## src/rtl/crp_pkg.sv

```systemverilog
package crp_pkg;
    localparam int BYTE_W = 8;
    localparam int CH_W   = 4;
    // control byte bit positions (wire order is MSB first)
    localparam int BC_POS = 7;
    localparam int RW_POS = 6;
    localparam int CH_HI  = 5;   // carries channel bit 0, first on the wire
    localparam int CH_LO  = 2;   // carries channel bit 3

    typedef enum logic [1:0] {
        ST_CTRL,
        ST_ADDR,
        ST_DATA,
        ST_TAIL
    } crp_state_e;
endpackage

```

## src/rtl/crp_sampler.sv

```systemverilog
module crp_sampler #(
    parameter int STAGES = 2
) (
    input  logic clk,
    input  logic rst_n,
    input  logic spi_clk,
    input  logic spi_csn,
    input  logic spi_din,
    output logic sclk_rise,
    output logic sclk_fall,
    output logic sel_act,
    output logic din_s
);
    logic [STAGES-1:0] clk_sy, sel_sy, din_sy;
    logic              clk_prev;

    always_ff @(posedge clk or negedge rst_n) begin
        if (!rst_n) begin
            clk_sy   <= '0;
            sel_sy   <= '0;
            din_sy   <= '0;
            clk_prev <= 1'b0;
        end else begin
            clk_sy   <= {clk_sy[STAGES-2:0], spi_clk};
            sel_sy   <= {sel_sy[STAGES-2:0], ~spi_csn};
            din_sy   <= {din_sy[STAGES-2:0], spi_din};
            clk_prev <= clk_sy[STAGES-1];
        end
    end

    assign sel_act   = sel_sy[STAGES-1];
    assign din_s     = din_sy[STAGES-1];
    assign sclk_rise = sel_act &  clk_sy[STAGES-1] & ~clk_prev;
    assign sclk_fall = sel_act & ~clk_sy[STAGES-1] &  clk_prev;
endmodule

```

## src/rtl/crp_regfile.sv

```systemverilog
module crp_regfile #(
    parameter int DEPTH = 32,
    parameter int DW    = 8
) (
    input  logic          clk,
    input  logic          rst_n,
    input  logic          wr_en,
    input  logic [DW-1:0] wr_addr,
    input  logic [DW-1:0] wr_data,
    input  logic [DW-1:0] rd_addr,
    output logic [DW-1:0] rd_data
);
    localparam int AW = $clog2(DEPTH);

    logic [DW-1:0] mem [DEPTH];

    always_ff @(posedge clk or negedge rst_n) begin
        if (!rst_n) begin
            for (int i = 0; i < DEPTH; i++) mem[i] <= '0;
        end else if (wr_en && (int'(wr_addr) < DEPTH)) begin
            mem[wr_addr[AW-1:0]] <= wr_data;
        end
    end

    assign rd_data = (int'(rd_addr) < DEPTH) ? mem[rd_addr[AW-1:0]] : '0;
endmodule

```

## src/rtl/chain_spi_regport.sv

```systemverilog
module chain_spi_regport
    import crp_pkg::*;
#(
    parameter int REG_DEPTH   = 32,
    parameter int SYNC_STAGES = 2
) (
    input  logic clk,
    input  logic rst_n,
    input  logic spi_clk,
    input  logic spi_csn,
    input  logic spi_din,
    output logic spi_dthru,
    output logic spi_dout,
    output logic spi_dout_en
);
    localparam int          CW      = $clog2(BYTE_W);
    localparam logic [CW-1:0] LAST  = CW'(BYTE_W - 1);
    localparam logic [CW-1:0] BC_IX = CW'(BYTE_W - 1 - BC_POS);
    localparam logic [CW-1:0] RW_IX = CW'(BYTE_W - 1 - RW_POS);
    localparam logic [CW-1:0] CH_F  = CW'(BYTE_W - 1 - CH_HI);
    localparam logic [CW-1:0] CH_L  = CW'(BYTE_W - 1 - CH_LO);

    logic sclk_rise, sclk_fall, sel_act, bit_s;

    crp_state_e        st_q, st_d;
    logic [CW-1:0]     cnt_q, cnt_d;
    logic [BYTE_W-2:0] sh_q, sh_d;
    logic [BYTE_W-1:0] ad_q, ad_d, ob_q, ob_d;
    logic              bc_q, bc_d, rd_q, rd_d, hit_q, hit_d;
    logic              brw_q, brw_d, drv_q, drv_d, so_q, so_d;
    logic [BYTE_W-1:0] byte_in, rf_rdata;
    logic              byte_end, wr_en, in_win;

    crp_sampler #(.STAGES(SYNC_STAGES)) u_smp (
        .clk      (clk),
        .rst_n    (rst_n),
        .spi_clk  (spi_clk),
        .spi_csn  (spi_csn),
        .spi_din  (spi_din),
        .sclk_rise(sclk_rise),
        .sclk_fall(sclk_fall),
        .sel_act  (sel_act),
        .din_s    (bit_s)
    );

    assign byte_in  = {sh_q, bit_s};
    assign byte_end = sclk_rise && (cnt_q == LAST);
    assign wr_en    = byte_end && (st_q == ST_DATA) && !rd_q && (hit_q || bc_q);

    crp_regfile #(.DEPTH(REG_DEPTH), .DW(BYTE_W)) u_rf (
        .clk    (clk),
        .rst_n  (rst_n),
        .wr_en  (wr_en),
        .wr_addr(ad_q),
        .wr_data(byte_in),
        .rd_addr(byte_in),
        .rd_data(rf_rdata)
    );

    // next-state process
    always_comb begin
        st_d  = st_q;  cnt_d = cnt_q; sh_d  = sh_q;  ad_d = ad_q;
        ob_d  = ob_q;  bc_d  = bc_q;  rd_d  = rd_q;  hit_d = hit_q;
        brw_d = brw_q; drv_d = drv_q; so_d  = so_q;
        if (!sel_act) begin
            // select gone: partial byte or finished access restarts the frame
            if (st_q == ST_TAIL || cnt_q != '0) begin
                st_d  = ST_CTRL;
                cnt_d = '0;
                drv_d = 1'b0;
            end
        end else if (sclk_rise) begin
            cnt_d = cnt_q + 1'b1;
            sh_d  = byte_in[BYTE_W-2:0];
            unique case (st_q)
                ST_CTRL: begin
                    if (cnt_q == BC_IX) bc_d = bit_s;
                    if (cnt_q == RW_IX) rd_d = bit_s;
                    if (cnt_q >= CH_F && cnt_q <= CH_L) brw_d = brw_q & ~bit_s;
                    if (byte_end) begin
                        hit_d = (byte_in[CH_HI:CH_LO] == '0);
                        st_d  = ST_ADDR;
                    end
                end
                ST_ADDR: begin
                    if (byte_end) begin
                        ad_d = byte_in;
                        st_d = ST_DATA;
                        if (rd_q && hit_q && !bc_q) begin
                            drv_d = 1'b1;
                            ob_d  = rf_rdata;
                        end
                    end
                end
                ST_DATA: begin
                    if (byte_end) begin
                        st_d  = ST_TAIL;
                        drv_d = 1'b0;
                    end
                end
                ST_TAIL: begin
                end
            endcase
        end else if (sclk_fall && drv_q) begin
            so_d = ob_q[BYTE_W-1];
            ob_d = {ob_q[BYTE_W-2:0], 1'b0};
        end
        if (st_q == ST_CTRL && cnt_q < CH_F) brw_d = 1'b1;
    end

    // state register process
    always_ff @(posedge clk or negedge rst_n) begin
        if (!rst_n) begin
            st_q  <= ST_CTRL; cnt_q <= '0;   sh_q  <= '0;   ad_q  <= '0;
            ob_q  <= '0;      bc_q  <= 1'b0; rd_q  <= 1'b0; hit_q <= 1'b0;
            brw_q <= 1'b1;    drv_q <= 1'b0; so_q  <= 1'b0;
        end else begin
            st_q  <= st_d;  cnt_q <= cnt_d; sh_q  <= sh_d;  ad_q  <= ad_d;
            ob_q  <= ob_d;  bc_q  <= bc_d;  rd_q  <= rd_d;  hit_q <= hit_d;
            brw_q <= brw_d; drv_q <= drv_d; so_q  <= so_d;
        end
    end

    // output process
    always_comb begin
        in_win      = (st_q == ST_CTRL) && (cnt_q >= CH_F) && (cnt_q <= CH_L);
        spi_dthru   = spi_din ^ (in_win & ~bc_q & brw_q & ~spi_csn);
        spi_dout    = so_q;
        spi_dout_en = drv_q & ~spi_csn;
    end
endmodule

```

## config.mk

```make
export PLATFORM = sky130hd
export DESIGN_NAME = chain_spi_regport
export DESIGN_NICKNAME = d
export VERILOG_FILES = /design/src/rtl/crp_pkg.sv /design/src/rtl/crp_sampler.sv /design/src/rtl/crp_regfile.sv /design/src/rtl/chain_spi_regport.sv
export SDC_FILE = /design/constraint.sdc
export NUM_CORES = 1
export LEC_CHECK = 0
export BUFFER_PORTS_ARGS = -buffer_cell sky130_fd_sc_hd__buf_2
export CORE_ASPECT_RATIO = 0.8
export CORE_UTILIZATION = 60
export CTS_CLUSTER_DIAMETER = 60
export DETAILED_ROUTE_END_ITERATION = 8
export PLACE_DENSITY = 0.76
export SLEW_MARGIN = 0
export SYNTH_ARGS = -nofsm -noshare
export SYNTH_HDL_FRONTEND = slang
export SYNTH_SLANG_ARGS = --single-unit
```

## constraint.sdc

```tcl
create_clock -name clk -period 4.6 [get_ports clk]
set_input_delay 1.38 -clock clk [delete_from_list [all_inputs] [get_ports clk]]
set_output_delay 1.38 -clock clk [all_outputs]
set_load 0.1 [all_outputs]
```

# [Yosys cells after proc, flatten, opt, wreduce, memory -nomap -nowiden]
# Index checks and enable logic that the tools add are counted.
[word_totals] rom_bits=0 ff_bits=297 ram_bits=0 n_memories=0 inputBits=5 output_inout_bits=3 latchBits=0
[classes] n_bitwise=18 mux=34 n_div=0 eq_ne=15 reduce_logical=38 n_addsub=1 magnitude_cmp=8 multipliers=0 shifts=0
[ops] op="256-bit bitwise mux" count=1
[ops] op="8-bit two-way mux" count=9
[ops] op="8-bit binary-select mux with 5-bit select" count=1
[ops] op="8-bit demux with 5-bit select" count=1
[ops] op="4-bit AND reduction" count=5
[ops] op="8-bit by 6-bit less-than comparator with 1-bit output, second input constant" count=2
[ops] op="3-bit != test, second input constant" count=5
[ops] op="1-bit logical AND" count=13
[ops] op="6-bit greater-or-equal comparator, second input constant" count=2
[ops] op="2-bit two-way mux" count=6
[ops] op="5-bit inverter with 6-bit output" count=2
[ops] op="6-bit AND reduction" count=2
[ops] op="2-bit nonzero test" count=6
[ops] op="1-bit two-way mux" count=11
[ops] op="1-bit AND" count=9
[ops] op="3-bit two-way mux" count=3
[ops] op="6-bit by 1-bit less-than comparator with 1-bit output, second input constant" count=1
[ops] op="2-bit by 1-bit != test with 1-bit output, second input constant" count=3
[ops] op="1-bit inverter" count=6
[ops] op="2-bit one-hot mux with 3 select lines" count=1
[ops] op="5-bit AND reduction" count=1
[ops] op="2-bit == test, second input constant" count=2
[ops] op="4-bit zero test" count=1
[ops] op="4-bit != test, second input constant" count=1
[ops] op="17 further kinds" count=20

# [Logic depth before layout (Yosys ltp)]
# Gate-level depths: netlist (run 1).
[logic_depth] ltp_word=9 depth_mapped=9 depth_no_buf=6

# [Modules after synthesis]
# Synthesis (run 1) repeated with hierarchy kept, for this count alone.
[unflattened] cells_unflattened=892 area_unflattened_um2=13924.6
[by_module_without_submodules] module="crp_regfile" area_per_inst_um2=12015.3 n_inst=1 cells_per_inst=747 seq_area_each_um2=6406.1
[by_module_without_submodules] module="chain_spi_regport" area_per_inst_um2=1712.9 n_inst=1 cells_per_inst=135 seq_area_each_um2=852.1
[by_module_without_submodules] module="crp_sampler" area_per_inst_um2=196.4 n_inst=1 cells_per_inst=10 seq_area_each_um2=175.2

# [Worst setup path before layout (run 1)]
# OpenSTA, ideal clock, no wires.
[synth_path] kind="input-to-output" startpoint="input port spi_csn" endpoint="output port spi_dthru" required_ns=3.220 cell_stages=4 arrival_time_ns=3.127 slack_ns=0.093 n_path_buf=0 path_cell_list="inv_1 -> nand4_1 -> nor3_1 -> xor2_1"
[synth_between] elab_chain_len=3
[synth_rtl] item="start, declared" line="chain_spi_regport.sv:10" rtl="input logic spi_csn,"
[synth_rtl] item="1-bit inverter" line="chain_spi_regport.sv:127" rtl="spi_dthru = spi_din ^ (in_win & ~bc_q & brw_q & ~spi_csn);"
[synth_rtl] item="1-bit AND" line="chain_spi_regport.sv:127"
[synth_rtl] item="1-bit bitwise XOR" line="chain_spi_regport.sv:127"
[synth_rtl] item="end, declared" line="chain_spi_regport.sv:12" rtl="output logic spi_dthru,"
# Every way passes these cells.

# [Final worst setup path (run 1)]
# Same ends and word-level chain as after synthesis.

==> impl_metrics.ini, run 1 <==
[status]
status = finished, final reports clean

[placement]
place_hpwl_mm = 18.5
io_buffers = 7
placed_cell_area_mm2 = 0.0141
globalplace.congestion = 0.916

[worst_setup_path]
r2r_end = u_rf.mem[153]$_DFFE_PN0P_
worstPathMaxFanout = 2
regToRegSetupSlack_ns = 1.28
worstPathArrival_ns = 2.41
criticalPathCategory = in2out
r2r-start = st_q[0]$_DFFE_PN0P_
required_ns = 3.22
worst_r2r_path_depth = 6
cp-start-kind = input port
setup.worst_path.end_class = output pin

[floorplan]
initial_core_util_pct = 61.2
io_pins = 8
row_count = 49
die_y_um = 137
chipWidth_um = 171
core-area_mm2 = 0.0224
die-area_mm2 = 0.0235

[flow_run]
maxCapViolCount = 0

[logic_synthesis]
yosysSeqAreaShare_pct = 54.2
synthCells = 940
synth_edf_count = 0
yosysUniqueCellTypes = 50
synth_nets = 955
synth_area_leader_cell = dfrtp_1
netlist.area_leader.share_pct = 54.0
synthArstFlopShare_pct = 100
synth_seq_cells = 297
ys.warnings.count = 0
ys.flop_type = dfrtp_1
synth.cell_area_mm2 = 0.0137
synth_area_leaders = dfrtp_1 (54%), mux2_2 (21%), mux4_2 (7.9%), mux2i_1 (2.8%), mux2_4 (2.6%)
syn_area_per_cell_um2 = 14.6

[sta]
worst_pin_slew_ns = 1.14
hold_violations = 0
rsz0062_at_grt = no
slew_violations = 0
fin_crit_ns = 3.79
fin_skew_ns = 0.0170
fmax_ghz = 0.264
slew_headroom_pct = 21.8
finalSetupViolations = 0
tns_ns = 0
period_share_pct = 82.3

[route]
drt_pass1_iterations = 5
postRouteAntennaNets = 0
drt_iter0_drc = 541
drc = 0
wl_per_cell_um = 23.2
post_drt_via_cell_ratio = 6.24
via_count = 7854
wirelength_mm = 29.3

[min_path]
holdCritStartpoint = u_smp.clk_sy[0]$_DFF_PN0_
holdPathStages = 0
whs_endpoint = u_smp.clk_sy[1]$_DFF_PN0_
hold_path_class = reg2reg

[clocking]
clkLatencyLatePin_ns = 0.56
cts_tree = built
post_cts_resized = 0
cts.sinks = 297
post-cts-setup-buffer-count = 0
clockBufferDepth = 3
cts_htree_levels = 1
ctsHoldBuffers = 0
cts_buffers = 29
clk_pin_slew_ns = 0.06
root_buffer = clkbuf_16

[power_and_ir_drop]
peakVddDrop_v = 0.000358
total_leakage_power_nw = 7.30
pwr_density_cell_mw_per_mm2 = 398

[global_routing]
gr-total-overflow = 0
grt_pass1_vias = 8252
grt_max_degree = 102
track_usage_pct = 26.7
grt_pass1_wl_mm = 47.3
antenna_found_initial = 0

[finish]
final_cell_mix = dfrtp_1 (293), mux2_2 (250), nand2_1 (51)
final_common_cell = dfrtp_1
design_area_mm2 = 0.0152
syn_to_final_growth_pct = 10.5
n_fill_cell = 1617
diodes = 0
nNetsFinal = 945
layout-drive-gt1-share_pct = 44.3
==> per-stage QoR <==
| stage | hold slack, ns | utilization, % | power, mW | instances | setup slack (ns) |
|---|---|---|---|---|---|
| final | 0.348 | 67.6 | 6.04 | 1259 | 0.813 |
| after detailed placement | 0.336 | 62.7 | 3.38 | 1205 | 0.812 |
| after CTS | 0.350 | 67.6 | 6.07 | 1259 | 0.807 |
| after global placement | 0.335 | 62.7 | 3.38 | 1205 | 0.810 |
| after global routing | 0.355 | 67.6 | 6.24 | 1259 | 0.704 |
| after floorplan | 0.331 | - | 3.13 | 940 | 0.0933 |
==> power by group <==
part | internal (mW) | switching [mW] | leakage (nW)
combinational | 0.174 | 0.409 | 2.65
sequential | 2.65 | 0.112 | 4.12
clock | 1.68 | 1.02 | 0.542
total | 4.50 | 1.54 | 7.30
==> flip-flops by register name (all words and copies together), names as in the netlist <==
| register | cells |
|---|---|
| u_smp.sel_sy | 2 |
| bc_q | 1 |
| u_smp.din_sy | 2 |
| drv_q | 1 |
| brw_q | 1 |
| cnt_q | 3 |
| ob_q | 8 |
| ad_q | 8 |
| u_rf.mem | 256 |
| u_smp.clk_prev | 1 |
| hit_q | 1 |
| rd_q | 1 |
| u_smp.clk_sy | 2 |
| st_q | 2 |
| spi_dout | 1 |
| sh_q | 7 |
==> worst max-delay path by stage <==
| stage | slack, ns | from | end |
|---|---|---|---|
| after CTS | 0.81 | spi_csn | spi_dthru |
| after detailed placement | 0.81 | spi_csn | spi_dthru |
| after global placement | 0.81 | spi_csn | spi_dthru |
| after global routing | 0.70 | spi_csn | spi_dthru |
| final | 0.81 | spi_csn | spi_dthru |
| after floorplan | 0.09 | spi_csn | spi_dthru |
==> routing by layer <==
metal / vias to the layer above / share of wire (%) / global-route usage (%)
met3: 41 / 4.8 / 5.11
met2: 157 / 46 / 41.6
met5: - / 0 / 0
met4: 0 / 2.1 / 5.65
li1: 3460 / - / -
met1: 4196 / 47 / 39.5
==> worst max-delay path, cell delays in order <==
cell and delay (ns):
buf_2 0.10, inv_1 0.06, nand4_1 0.08, nor3_1 0.19
xor2_1 0.16, buf_2 0.44
==> logic make-up (layout without fill, tap and decap cells) <==
logic type,after synthesis,after routing,share of synthesized area (%)
xor gates and xnor gates,1,1,0.0638
AOI/OAI and AO/OA,62,62,3.57
DFF,297,297,54.2
and+or+nand+nor,128,128,4.95
muxes,361,361,33.9
buffers and inverters,81,94,2.49
adders and majority gates,10,10,0.912
==> cell usage after synthesis (7+ instances only) <==
library cell,instances
dfrtp_1,296
mux2_2,250
clkbuf_1,52
nand2_1,51
mux4_2,48
mux2i_1,39
mux2_4,24
nand3_1,14
buf_2,12
nor2_2,12
inv_1,11
ha_1,10
a2111oi_0,8
a22o_1,8
o21ai_0,8
or4_1,8
a221oi_1,7
o221ai_1,7
o22ai_1,7
o311ai_0,7
==> layout make-up <==
cell class | instances | area, µm² | share of cell area [%]
Sequential cell | 297 | 7440 | 49.1
Multi-Input combinational cell | 562 | 5950 | 39.3
Clock buffer | 40 | 847 | 5.59
Tap cell | 306 | 383 | 2.53
Clock inverter | 14 | 251 | 1.66
Timing Repair Buffer | 29 | 248 | 1.63
Inverter | 11 | 41.3 | 0.272
(Power assumes the default switching activity.)
==> run 2, diff against run 1 <==
--- a/config.mk
+++ b/config.mk
@@ -5,6 +5,7 @@
 export SDC_FILE = /design/constraint.sdc
 export NUM_CORES = 1
 export LEC_CHECK = 0
+export ABC_AREA = 1
 export BUFFER_PORTS_ARGS = -buffer_cell sky130_fd_sc_hd__buf_2
 export CORE_ASPECT_RATIO = 0.8
 export CORE_UTILIZATION = 60
==> constraint.sdc (replaced) <==
create_clock -name clk -period 3.8 [get_ports clk]
set_input_delay 1.14 -clock clk [delete_from_list [all_inputs] [get_ports clk]]
set_output_delay 1.14 -clock clk [all_outputs]
set_load 0.1 [all_outputs]
==> impl_metrics.ini, run 2 <==
[global_routing]
gr-total-overflow = 0
grt_use_met1_pct = 42.1
track_usage_pct = 29.7
grt_use_met3_pct = 5.76
grt_pass1_vias = 11100
grt_pass1_wl_mm = 57.4
use_met2_pct = 46.6
grt_max_degree = 138
antenna_found_initial = 0
grt-busiest-layer = met2

[route]
wirelength_mm = 34.3
post_drt_via_cell_ratio = 5.64
drc = 0
drt_iter0_drc = 1431
wl_per_cell_um = 16.8
via_count = 11500
postRouteAntennaNets = 0
drt_pass1_iterations = 5

[logic_synthesis]
ys.flop_type = dfrtp_1
synthArstFlopShare_pct = 100
yosysSeqAreaShare_pct = 52.8
synth_nets = 1787
synthCells = 1772
yosysMostFrequentCell = nand2_1
synth.cell_area_mm2 = 0.0141
synth_area_leaders = dfrtp_1 (53%), nand2_1 (16%), o21ai_0 (7.6%), nand3_1 (5.3%), inv_1 (3.2%)
synth_area_leader_cell = dfrtp_1
synth_seq_cells = 297
netlist.area_leader.share_pct = 52.6
yosysUniqueCellTypes = 32
syn_area_per_cell_um2 = 7.95
netlist_top_cells_count = nand2_1 (597), dfrtp_1 (296), o21ai_0 (215), nand3_1 (148), inv_1 (121)
ys.warnings.count = 0
synth_edf_count = 0

[finish]
layout-drive-gt1-share_pct = 7.37
design_area_mm2 = 0.0151
syn_to_final_growth_pct = 7.33
final_cell_mix = nand2_1 (597), dfrtp_1 (294), o21ai_0 (215)
top_regs = u_rf.mem (256), ad_q (8), ob_q (8)
largest_reg_flops = 256
regMostFlops = u_rf.mem
diodes = 0
finish.utilization_pct = 66.4
nNetsFinal = 1733
final_common_cell = nand2_1
stdcell_count = 2042

[floorplan]
chipWidth_um = 173
row_count = 49
die_y_um = 139
io_pins = 8
initial_core_util_pct = 61.9
die-area_mm2 = 0.0241
core-area_mm2 = 0.0227

[placement]
dp.cells = 1992
io_buffers = 7
globalplace.congestion = 0.872
place_hpwl_mm = 20.7
placed_cell_area_mm2 = 0.0142

[sta]
fmax_ghz = 0.295
fin_skew_ns = 0.0113
rsz0062_at_grt = no
hold_violations = 0
slew_headroom_pct = 20.8
period_share_pct = 89.4
fin_crit_ns = 3.40
slew_violations = 0
finalSetupViolations = 0
tns_ns = 0
worst_pin_slew_ns = 1.18

[worst_setup_path]
r2r_end = ob_q[1]$_DFFE_PN0P_
worstPathMaxFanout = 4
critical_path.startpoint = st_q[1]$_DFFE_PN0P_
r2r-start = u_smp.sel_sy[1]$_DFF_PN0_
criticalPathCategory = reg2out
setup.worst_path.end_class = output pin
cp-start-kind = register
worstPathArrival_ns = 2.26
regToRegSetupSlack_ns = 1.29
worst_r2r_path_depth = 9
required_ns = 2.66

[status]
status = finished, final reports clean

[clocking]
root_buffer = clkbuf_16
cts_htree_levels = 1
cts_buffers = 30
clockBufferDepth = 3
post_cts_resized = 0
cts.sinks = 297
clkLatencyLatePin_ns = 0.55
clk_pin_slew_ns = 0.06
post-cts-setup-buffer-count = 0
ctsHoldBuffers = 0
cts_tree = built

[min_path]
hold_path_class = reg2reg
holdPathStages = 0
holdCritStartpoint = u_smp.clk_sy[0]$_DFF_PN0_
whs_endpoint = u_smp.clk_sy[1]$_DFF_PN0_

[power_and_ir_drop]
peakVddDrop_v = 0.000342
pwr_density_cell_mw_per_mm2 = 490
total_leakage_power_nw = 6.89

[flow_run]
maxCapViolCount = 0
-- run 2: cell count changes after synthesis, sizes merged, moves of 12 or more --
cell	delta
nand2	+582
o21ai	+296
mux2	-273
nand3	+134
inv	+111
nor2	+78
mux4	-48
mux2i	-39
a21oi	+32
buf	+31
clkbuf	+12
-- run 2: worst max-delay path by stage --
stage	to	slack [ns]	cells past startpoint
floorplan	spi_dout_en	0.27	1
global placement	spi_dthru	0.61	5
CTS	spi_dthru	0.39	7
detailed placement	spi_dthru	0.62	5
global route	spi_dthru	0.27	7
finish	spi_dthru	0.40	7
-- run 2: worst max-delay path, stage by stage (launching register included) --
cell and delay [ns]:
dfrtp_1 0.41, inv_1 0.10, ha_1 0.24, inv_1 0.08, nor3_1 0.15, nand4_1 0.15, xnor2_2 0.14, buf_2 0.43
-- run 2: per-layer routing --
layer | up-vias | share of wire, %
met5 | - | 0
met3 | 65 | 6.3
li1 | 5545 | -
met2 | 368 | 46
met4 | 0 | 2.2
met1 | 5534 | 45
-- run 2: power by group --
group / internal [mW] / switching [mW]
registers: 3.26 / 0.0800
clock network: 1.66 / 1.18
logic: 0.298 / 0.927
-- run 2: through the flow --
| stage | hold WS [ns] | worst slack, ns | power [mW] |
|---|---|---|---|
| after CTS | 0.350 | 0.394 | 7.45 |
| after global routing | 0.352 | 0.274 | 7.69 |
| final | 0.344 | 0.404 | 7.41 |
| after global placement | 0.336 | 0.610 | 4.58 |
| after detailed placement | 0.344 | 0.619 | 4.60 |
| after floorplan | 0.331 | 0.267 | 4.14 |
-- run 2: cell type report --
cell class,count,area (µm²)
clock buffers,44,885
repair buffers,27,283
clock inverters,6,57.6
fillers,1891,7630
inverters,123,464
well taps,306,383
flip-flops and latches,297,7440
multi-input cells,1239,5600
-- run 2: logic make-up (layout without fill, tap and decap cells) --
kind of cell               Yosys count  count (layout)  share of synthesized area [%]
AOI/OAI and AO/OA                  345             345                           12.5
xor gates and xnor gates             1               1                         0.0622
adders and majority gates           10              10                          0.889
buffers and inverters              236             200                           7.47
DFF                                297             297                           52.8
muxes                                1               1                         0.0800
and+or+nand+nor                    882             882                           26.2
